`config.mk`:
```
export PLATFORM = sky130hd
export DESIGN_NAME = lfsr_seq_gen
export DESIGN_NICKNAME = d
export VERILOG_FILES = /design/src/rtl/lfsr_seq_pkg.sv /design/src/rtl/lfsr_ctrl_decode.sv /design/src/rtl/lfsr_seed_guard.sv /design/src/rtl/lfsr_galois_step.sv /design/src/rtl/lfsr_seq_gen.sv
export SDC_FILE = /design/constraint.sdc
export NUM_CORES = 1
export LEC_CHECK = 0
export ABC_AREA = 1
export BUFFER_PORTS_ARGS = -buffer_cell sky130_fd_sc_hd__buf_2
export CAP_MARGIN = 15
export CORE_ASPECT_RATIO = 0.75
export CORE_MARGIN = 3
export CORE_UTILIZATION = 40
export CTS_BUF_LIST = sky130_fd_sc_hd__clkbuf_8
export DETAILED_ROUTE_END_ITERATION = 8
export PLACE_DENSITY_LB_ADDON = 0.12
export SYNTH_ARGS = -nofsm -noshare
export SYNTH_HDL_FRONTEND = slang
export SYNTH_HIERARCHICAL = 1
export SYNTH_SLANG_ARGS = --single-unit
export TNS_END_PERCENT = 20
```
`constraint.sdc`:
```
create_clock -name clk -period 1.9 [get_ports clk]
set_input_delay 0.095 -clock clk [delete_from_list [all_inputs] [get_ports clk]]
set_output_delay 0.095 -clock clk [all_outputs]
set_load 0.005 [all_outputs]
```
`src/rtl/lfsr_seq_pkg.sv`:
```
package lfsr_seq_pkg;

    // Action selected for the current cycle, highest priority last.
    typedef enum logic [1:0] {
        ACT_HOLD  = 2'd0,
        ACT_STEP  = 2'd1,
        ACT_LOAD  = 2'd2,
        ACT_RESET = 2'd3
    } lfsr_act_e;

endpackage

```
`src/rtl/lfsr_ctrl_decode.sv`:
```
module lfsr_ctrl_decode
    import lfsr_seq_pkg::*;
(
    input  logic      rst,
    input  logic      step_en,
    input  logic      seed_load,
    output lfsr_act_e act
);

    always_comb begin
        if (rst) begin
            act = ACT_RESET;
        end else if (seed_load) begin
            act = ACT_LOAD;
        end else if (step_en) begin
            act = ACT_STEP;
        end else begin
            act = ACT_HOLD;
        end
    end

endmodule

```
`src/rtl/lfsr_seed_guard.sv`:
```
module lfsr_seed_guard #(
    parameter int WIDTH = 8
) (
    input  logic [WIDTH-1:0] raw_seed,
    output logic [WIDTH-1:0] safe_seed
);

    localparam logic [WIDTH-1:0] ONE = WIDTH'(1);

    // A zero seed would lock the register; substitute the value 1.
    always_comb begin
        safe_seed = (raw_seed == '0) ? ONE : raw_seed;
    end

endmodule

```
`src/rtl/lfsr_galois_step.sv`:
```
module lfsr_galois_step #(
    parameter int               WIDTH = 8,
    parameter logic [WIDTH-1:0] POLY  = 8'h1D
) (
    input  logic [WIDTH-1:0] cur,
    output logic [WIDTH-1:0] nxt
);

    logic fb;
    assign fb = cur[WIDTH-1];

    // Stage 0 takes the feedback directly when the constant term is present.
    if (POLY[0]) begin : g_x0_tap
        assign nxt[0] = fb;
    end else begin : g_x0_none
        assign nxt[0] = 1'b0;
    end

    // Each higher stage either shifts or takes one two-input XOR.
    for (genvar i = 1; i < WIDTH; i++) begin : g_stage
        if (POLY[i]) begin : g_tap
            assign nxt[i] = cur[i-1] ^ fb;
        end else begin : g_shift
            assign nxt[i] = cur[i-1];
        end
    end

endmodule

```
`src/rtl/lfsr_seq_gen.sv`:
```
module lfsr_seq_gen
    import lfsr_seq_pkg::*;
#(
    parameter int               WIDTH = 8,
    parameter logic [WIDTH-1:0] POLY  = 8'h1D
) (
    input  logic             clk,
    input  logic             rst,
    input  logic             step_en,
    input  logic             seed_load,
    input  logic [WIDTH-1:0] seed_value,
    output logic [WIDTH-1:0] state,
    output logic             wrap
);

    localparam logic [WIDTH-1:0] ONE = WIDTH'(1);

    typedef struct packed {
        logic [WIDTH-1:0] lfsr;
        logic [WIDTH-1:0] seed;
        logic             wrap;
    } regs_t;

    regs_t            r_d;
    regs_t            r_q;
    lfsr_act_e        act;
    logic [WIDTH-1:0] step_val;
    logic [WIDTH-1:0] seed_safe;

    lfsr_ctrl_decode i_decode (
        .rst       (rst),
        .step_en   (step_en),
        .seed_load (seed_load),
        .act       (act)
    );

    lfsr_seed_guard #(.WIDTH(WIDTH)) i_guard (
        .raw_seed  (seed_value),
        .safe_seed (seed_safe)
    );

    lfsr_galois_step #(.WIDTH(WIDTH), .POLY(POLY)) i_step (
        .cur (r_q.lfsr),
        .nxt (step_val)
    );

    always_comb begin
        r_d      = r_q;
        r_d.wrap = 1'b0;
        unique case (act)
            ACT_RESET: begin
                r_d.lfsr = ONE;
                r_d.seed = ONE;
            end
            ACT_LOAD: begin
                r_d.lfsr = seed_safe;
                r_d.seed = seed_safe;
            end
            ACT_STEP: begin
                r_d.lfsr = step_val;
                r_d.wrap = (step_val == r_q.seed);
            end
            default: begin
                r_d.lfsr = r_q.lfsr;
            end
        endcase
    end

    always_ff @(posedge clk) begin
        r_q <= r_d;
    end

    assign state = r_q.lfsr;
    assign wrap  = r_q.wrap;

endmodule

```
==> flow_summary.ini, run 1 <==
[run_status]
run_status = finished, final reports clean

[pwr]
leakagePower_nw = 0.598
ir_worst_vdd_uv = 332
p_per_area_nw_per_um2 = 788

[setup_path]
crit_path_start_kind = flip-flop
crit_path_cell_trace = inv_2 -> nand2_1 -> nand2_1 -> inv_1 -> nand2_1 -> nand2_1 -> nor2_2 -> nand3_1 -> nor2_1
path_max_fanout = 7
path_common_cell = nand2_1
crit_family = simple AND/OR/NAND/NOR gates
slowest_delay_ns = 0.52
worstSetupEndpointType = flip-flop
path_buf_inv = 2
crit_required_ns = 2.09
criticalPathCategory = reg -> reg
arrival_ns = 1.49
critPathSlowestCell = edfxtp_1

[die]
rows = 15
die_y_um = 51.2
die_x_um = 66.3
core_sq_um = 2440
io_pins = 21
die_area_sq_um = 3390
start_util_pct = 44.7

[clock_network]
clkSinkCount = 17
clk_pin_slew_ns = 0.07
holdBufCountCts = 0
ctsLongestPathBuffers = 2
htree_levels = 1
cts_resized = 0
cts_tree = done
clkLatencyLatePin_ns = 0.25
numCtsBuffers = 3
cts_setup_buffers = 0
cts-root-buf = clkbuf_8

[sta]
setup_viol = 0
hold_viol = 0
holdWs_ns = 0.145
finalCritPeriodShare_pct = 68.3
slew_viol_final = 0
slew_headroom_pct = 73.0
tns_ns = 0
fmax_ghz = 0.770
post-route-min-period_ns = 1.30
tightest_slew_ns = 0.405
rsz0062_at_grt = no
finClkSkew_ns = 0.00252

[grt]
grt_use_met1_pct = 16.1
antenna_found_initial = 0
grt_use_met3_pct = 3.96
grt_use_total_pct = 12.0
grt_pass1_wl_mm = 3.01
top_usage_layer = met2
gr-usage-met2_pct = 19.8
grt_max_degree = 11
grt_pass1_vias = 674
gr-total-overflow = 0

[synthesis]
muxShareOfSynthArea_pct = 0
synth_xor_area_share_pct = 2.41
syn_nets = 155
yosysTopAreaCellShare_pct = 44.1
ys_seq_elements = 17
synth.area.top_cells = edfxtp_1, nand2_1, inv_1
synth.cell_area_sq_um = 1090
synth-compound-area-share_pct = 3.67
ys_types = 18
syn_inst = 139
syn_avg_cell_area_sq_um = 7.84
synth_top_family_by_area = buffers and inverters
synthAdderAreaFrac_pct = 4.59
yosys.area_share.simple_pct = 20.9
synth_warnings = 6
yosysSeqAreaShare_pct = 45.9
yosysTopAreaCell = edfxtp_1

[routing]
drt-total-wl_mm = 1.93
drt_iter0_drc = 35
drtAntennaViolNets = 0
via_per_inst = 4.33
drc_errors = 0
dr.pass1.iters = 4
post_drt_wl_per_cell_um = 11.0
vias = 758

[place]
dp_hpwl_mm = 1.52
post_dp_cell_area_sq_um = 1090
place_congestion = 0.774
port_buffers = 20

[cells_and_area]
seqCellArea_sq_um = 500
drive_gt1_share_pct = 20.6
multi_input_area_sq_um = 344
fin_nets = 158
design_area_sq_um = 1140
n_fill_cell = 249
antenna_cells = 0
syn2layout_area_growth_pct = 4.48

[worst_hold_path]
hp-class = in -> reg

[run]
drv_cap = 0
[area by class of cell]
type / instances / area share [%]
Clock buffer: 3 / 3.63
Clock inverter: 1 / 0.440
Inverter: 28 / 9.23
Multi-Input combinational cell: 72 / 30.2
Sequential cell: 17 / 44.0
Tap cell: 34 / 3.74
Timing Repair Buffer: 20 / 8.79
[per-layer routing]
layer,routed length [um],up-vias
met3,115,0
met5,0,-
li1,-,399
met4,0,0
met2,914,26
met1,901,333
[cell families after synthesis]
group / Yosys count
flops: 17
xor+xnor: 3
compound gates: 8
fa+ha+maj: 4
simple gates: 57
buf+inv: 50
[synth_stat cells]
master / number
or2_2: 1
a21oi_1: 7
buf_2: 1
buf_6: 1
xnor2_1: 3
ha_1: 4
edfxtp_1: 16
nand3_1: 3
nand2_2: 2
nor2_2: 1
inv_1: 27
inv_2: 1
clkbuf_1: 7
dfxtp_1: 1
buf_4: 13
nor2_1: 7
nand2_1: 43
o21ai_1: 1
[power by group]
part | leakage, nW | switching (mW) | internal (mW)
clock | 0.0255 | 0.123 | 0.145
combinational | 0.392 | 0.0894 | 0.0619
sequential | 0.180 | 0.0251 | 0.453
[placed cells by master (no fill, tap or decap)]
cell,instances
nor2_1,7
nand3_1,3
xnor2_1,3
inv_2,1
inv_1,27
nor2_2,1
clkinv_2,1
ha_1,4
a21oi_1,7
clkbuf_8,3
buf_2,20
o21ai_1,1
nand2_1,43
dfxtp_1,1
nand2_2,2
or2_2,1
edfxtp_1,16
[metrics by stage]
stage               power (mW)  worst slack [ns]  utilization, %  instances
floorplan                0.621             0.620               -        139
global placement         0.635             0.482            44.8        171
detailed placement       0.639             0.418            44.8        171
CTS                      0.906             0.590            46.7        175
global route             0.950             0.474            46.7        175
finish                   0.898             0.602            46.7        175
[worst register-to-register path: cells and delay by family, from the launching register on]
| family | cells | cell delay, ns |
|---|---|---|
| and+or+nand+nor | 7 | 0.54 |
| DFF | 1 | 0.52 |
| buffers and inverters | 2 | 0.17 |
[final timing paths]
| check | startpoint | end | slack, ns | cells past startpoint |
|---|---|---|---|---|
| min reg2reg | r_q[7]$_SDFFCE_PP0P_ | wrap$_SDFF_PP0_ | 0.54 | 3 |
| min | seed_value[7] | r_q[8]$_SDFFCE_PP0P_ | 0.15 | 3 |
| max | state[7]$_DFFE_PP_ | wrap$_SDFF_PP0_ | 0.60 | 9 |
| max reg2reg | state[7]$_DFFE_PP_ | wrap$_SDFF_PP0_ | 0.60 | 9 |
[flip-flops by register name, indices dropped and copies added (netlist names)]
signal / cells
r_q: 8
state: 8
wrap: 1
Power figures use the tool's default switching activity.
==> inputs of run 2 (changes only) <==
ABC_AREA = 0   (was 1)
clock period = 1.1 ns   (was 1.9 ns; I/O delays follow)
==> run 2 against run 1 <==
The run now ends with negative setup slack left. Sequential power rose by 71%. Via count fell by 23%. Critical endpoint unchanged. Routed wire length fell by 10%. Non-clock buffer count rose by 4. Design area rose by 0.77%. Global-route usage rose by 0.84 points. Utilization rose by 2.2 points. Flip-flop and latch count did not move. Synthesized area fell by 7.5%. Synthesized cell count fell by 35%. Highest routed layer is now met4. Critical path depth fell by 4. Critical path type unchanged.
==> flow_summary.ini, run 2 <==
[run_status]
run_status = finished with violations
failed_checks = negative setup slack

[place]
port_buffers = 20
dp_hpwl_mm = 1.33
place_congestion = 0.754
pre_cts_ws_ns = -0.268
post_dp_cell_area_sq_um = 1040

[routing]
via_per_inst = 4.40
drc_errors = 0
drtAntennaViolNets = 0
vias = 581
drt-total-wl_mm = 1.74
drt_iter0_drc = 16
post_drt_wl_per_cell_um = 13.2
dr.pass1.iters = 4

[synthesis]
syn_nets = 107
synth_most_common_cell = edfxtp_1
yosysSeqAreaShare_pct = 49.6
ys_async_sr_fraction_pct = 0
yosysTopAreaCellShare_pct = 47.6
synth_warnings = 6
synth.cell_area_sq_um = 1010
synth-main-ff-cell = edfxtp_1
synth-edff-count = 16
synth.area.top_cells = edfxtp_1, buf_4, xnor2_1
yosysTopAreaCell = edfxtp_1
syn_avg_cell_area_sq_um = 11.1
syn_inst = 91
synthTopCellsByCount = edfxtp_1, buf_4, xnor2_1
ys_seq_elements = 17
ys_types = 21

[sta]
finalCritPeriodShare_pct = 103
fmax_ghz = 0.879
post-route-min-period_ns = 1.14
setup_viol = 4
hold_viol = 0
worst_slack_ns = -0.0375
rsz0062_at_grt = yes
tightest_slew_ns = 0.397
holdWs_ns = 0.140
finClkSkew_ns = 0.00359
tns_ns = -0.0701
slew_headroom_pct = 73.5
slew_viol_final = 0

[die]
die_x_um = 64.0
core_sq_um = 2350
die_area_sq_um = 3170
die_y_um = 49.5
start_util_pct = 43.0
rows = 15
io_pins = 21

[setup_path]
path_max_fanout = 4
r2r_start = state[7]$_DFFE_PP_
crit_end = wrap$_SDFF_PP0_
rrSetupSlack_ns = -0.04
crit_path_start_kind = flip-flop
cp-startpoint = state[7]$_DFFE_PP_
reg2regPathDepth = 5
crit_required_ns = 1.29
criticalPathCategory = reg -> reg
worstSetupEndpointType = flip-flop
arrival_ns = 1.33
r2r_end = wrap$_SDFF_PP0_

[clock_network]
htree_levels = 1
cts_tree = done
clkLatencyLatePin_ns = 0.26
cts-root-buf = clkbuf_8
ctsLongestPathBuffers = 2
numCtsBuffers = 3
clkSinkCount = 17
clk_pin_slew_ns = 0.07

[grt]
grt_pass1_vias = 609
gr-total-overflow = 0
grt_use_total_pct = 12.9
grt_pass1_wl_mm = 2.99
grt_max_degree = 11
antenna_found_initial = 0

[cells_and_area]
n_fill_cell = 232
multi_input_area_sq_um = 399
mostFrequentLayoutCell = buf_2
syn2layout_area_growth_pct = 13.8
mostFrequentLayoutCells = buf_2, edfxtp_1, xnor2_1
fin_nets = 115
seqCellArea_sq_um = 500
design_area_sq_um = 1150
antenna_cells = 0
drive_gt1_share_pct = 43.9
post-route-util_pct = 48.9

[pwr]
leakagePower_nw = 0.477
p_per_area_nw_per_um2 = 1380
ir_worst_vdd_uv = 755

[run]
drv_cap = 0

[worst_hold_path]
hp-class = in -> reg
==> run 2: cell count changes in the layout (fill, tap and decap cells not counted), sizes merged, moves of 2 or more <==
cell,delta
a21o,+2
and2,+7
buf,+4
inv,-24
nand2,-43
nand3,-2
nor2,-8
nor2b,+7
nor3,+2
xnor2,+5
xor2,+3
==> run 2: logic make-up (layout without fill, tap and decap cells) <==
family                     count (synthesis)  in the layout  synth area share, %
buffers and inverters                     25             32                 14.5
and+or+nand+nor                           24             24                 15.6
DFF                                       17             17                 49.6
xor gates and xnor gates                  11             11                 9.55
AOI/OAI and AO/OA                         10             10                 5.71
adders and majority gates                  4              4                 4.96
==> run 2: final cells by class <==
| class | count | area share [%] |
|---|---|---|
| Sequential cell | 17 | 43.6 |
| Multi-Input combinational cell | 49 | 34.8 |
| Timing Repair Buffer | 24 | 12.5 |
| Tap cell | 34 | 3.71 |
| Clock buffer | 3 | 3.60 |
| Inverter | 4 | 1.31 |
| Clock inverter | 1 | 0.436 |
==> run 2: what timing repair did <==
| action | in CTS | in global routing |
|---|---|---|
| resized for setup | 5 | 4 |
| setup endpoints to repair | 6 | 18 |
| pin swaps | 9 | 2 |
| endpoints found under the hold margin | 0 | 0 |
| buffers inserted | 1 | 0 |
| hold buffers | 0 | 0 |
==> run 2: how the worst min path moves through the flow <==
stage / slack, ns / startpoint / to / cells past startpoint
global placement: 0.40 / seed_value[1] / r_q[2]$_SDFFCE_PP0P_ / 2
global route: 0.15 / seed_value[6] / r_q[7]$_SDFFCE_PP0P_ / 2
finish: 0.14 / seed_value[1] / r_q[2]$_SDFFCE_PP0P_ / 2
CTS: 0.14 / seed_value[1] / r_q[2]$_SDFFCE_PP0P_ / 2
detailed placement: 0.40 / seed_value[1] / r_q[2]$_SDFFCE_PP0P_ / 2
floorplan: 0.31 / seed_value[0] / r_q[1]$_SDFFCE_PP1P_ / 2
==> run 2: power breakdown <==
part	switching [mW]	total [mW]	internal, mW	leakage [nW]
combinational	0.134	0.285	0.151	0.271
sequential	0.0379	0.819	0.781	0.180
clock	0.222	0.474	0.252	0.0255
==> run 2: layer usage <==
metal / wire length, um / share of wire [%] / GRT usage [%] / up-vias
met5: 0 / 0 / 0 / -
met4: 21 / 1.2 / 4.30 / 0
met3: 105 / 6.0 / 5.92 / 5
met2: 722 / 42 / 17.3 / 17
met1: 888 / 51 / 18.0 / 264
li1: - / - / - / 295
==> run 2: through the flow <==
| stage | power, mW | std cells |
|---|---|---|
| finish | 1.58 | 132 |
| floorplan | 1.06 | 91 |
| global placement | 1.10 | 127 |
| detailed placement | 1.10 | 127 |
| CTS | 1.58 | 132 |
| global route | 1.68 | 132 |
==> run 2: critical path: stages, from the launching register on <==
cell	delay [ns]
edfxtp_1	0.38
buf_6	0.15
xor2_2	0.17
xnor2_1	0.14
nand4_1	0.11
nor3_2	0.11
==> inputs of run 3 (changes only) <==
clock period = 1.4 ns   (was 1.1 ns; I/O delays follow)
==> run 3 against run 2 <==
The flow now finishes without violations. Count of clock-buffer cells in the layout did not move. Clock power fell by 22%. Combinational power fell by 30%. Cell count fell by 0.76%. Utilization fell by 2.5 points. Fmax fell by 10%. Flip-flop and latch count did not move. Global-route usage fell by 0.73 points. Hold slack improved by 0.026 ns. Critical endpoint unchanged. Largest power group unchanged.
==> flow_summary.ini, run 3 (same netlist as run 2, synthesis figures left out) <==
[cells_and_area]
mostFrequentLayoutCells = buf_2, edfxtp_1, xnor2_1
antenna_cells = 0
drive_gt1_share_pct = 37.1
post-route-util_pct = 46.4
n_fill_cell = 221
design_area_sq_um = 1090
layout.cells.non_filler = 131
fin_nets = 114
mostFrequentLayoutCell = buf_2
syn2layout_area_growth_pct = 7.94

[pwr]
ir_worst_vdd_uv = 462
leakagePower_nw = 0.469
p_per_area_nw_per_um2 = 1120

[die]
rows = 15
die_y_um = 49.5
start_util_pct = 43.0
die_x_um = 64.0
die_area_sq_um = 3170
core_sq_um = 2350
io_pins = 21

[setup_path]
arrival_ns = 1.46
reg2regPathDepth = 4
worstSetupEndpointType = flip-flop
criticalPathCategory = reg -> reg
crit_path_start_kind = flip-flop
path_max_fanout = 5
crit_required_ns = 1.59

[clock_network]
clkLatencyLatePin_ns = 0.26
clkSinkCount = 17
htree_levels = 1
holdBufCountCts = 0
numCtsBuffers = 3
cts_tree = done
clk_pin_slew_ns = 0.07
cts-root-buf = clkbuf_8
ctsLongestPathBuffers = 2
cts_resized = 0
cts_setup_buffers = 0

[sta]
rsz0062_at_grt = no
fmax_ghz = 0.788
slew_headroom_pct = 75.3
setup_viol = 0
finalCritPeriodShare_pct = 90.7
tightest_slew_ns = 0.370
hold_viol = 0
holdWs_ns = 0.165
post-route-min-period_ns = 1.27
finClkSkew_ns = 0.00683
slew_viol_final = 0

[routing]
via_per_inst = 4.49
drt_iter0_drc = 15
drt-total-wl_mm = 1.75
drtAntennaViolNets = 0
vias = 588
dr.pass1.iters = 4
drc_errors = 0
post_drt_wl_per_cell_um = 13.3

[place]
dp_hpwl_mm = 1.34
post_dp_cell_area_sq_um = 1040
port_buffers = 20
place_congestion = 0.735
placed_cells = 127

[grt]
gr-total-overflow = 0
grt_pass1_wl_mm = 2.79
grt_pass1_vias = 559
grt_use_total_pct = 12.2
antenna_found_initial = 0
grt_max_degree = 11

[worst_hold_path]
whs_path_depth = 2
hp-class = in -> reg

[run_status]
run_status = finished, final reports clean

[run]
drv_cap = 0
-- run 3: cell types whose count changed in the layout (fill, tap and decap cells not counted), sizes merged --
| cell | previous run | this run |
|---|---|---|
| buf | 24 | 23 |
-- run 3: path summary, 6_finish.rpt --
kind | end | slack (ns) | from
setup / recovery | wrap$_SDFF_PP0_ | 0.13 | state[7]$_DFFE_PP_
hold / removal | r_q[6]$_SDFFCE_PP0P_ | 0.17 | seed_value[5]
setup reg to reg | wrap$_SDFF_PP0_ | 0.13 | state[7]$_DFFE_PP_
hold reg to reg | wrap$_SDFF_PP0_ | 0.54 | r_q[1]$_SDFFCE_PP1P_
-- run 3: critical path: stages (launching register included) --
cell	delay, ns
edfxtp_1	0.50
xor2_1	0.27
xnor2_1	0.16
nand4_1	0.11
nor3_1	0.16
-- run 3: layout make-up --
type	count	area [sq um]	share of cell area (%)
clock buffer	3	41.3	3.79
clock inverter	1	5.00	0.460
inverter	4	15.0	1.38
multi-input combinational	49	362	33.2
sequential	17	500	46.0
tap	34	42.5	3.91
timing repair buffer	23	123	11.3
-- run 3: routing by layer --
metal | track usage [%] | wire length (um) | vias to the layer above
met3 | 4.78 | 95 | 4
met1 | 17.6 | 892 | 268
met4 | 5.38 | 29 | 0
met5 | 0 | 0 | -
li1 | - | - | 297
met2 | 15.6 | 728 | 19
-- run 3: power breakdown --
| group | internal, mW | switching [mW] | total [mW] |
|---|---|---|---|
| clock | 0.198 | 0.174 | 0.371 |
| sequential | 0.614 | 0.0315 | 0.646 |
| combinational | 0.104 | 0.0960 | 0.200 |
-- run 3: metrics by stage --
step                      setup slack, ns  total power, mW  setup TNS [ns]
after floorplan                     0.213            0.827               0
after global placement             0.0345            0.857               0
after detailed placement          -0.0145            0.858          -0.115
after CTS                           0.105             1.23               0
after global routing               0.0129             1.28               0
final                               0.130             1.22               0
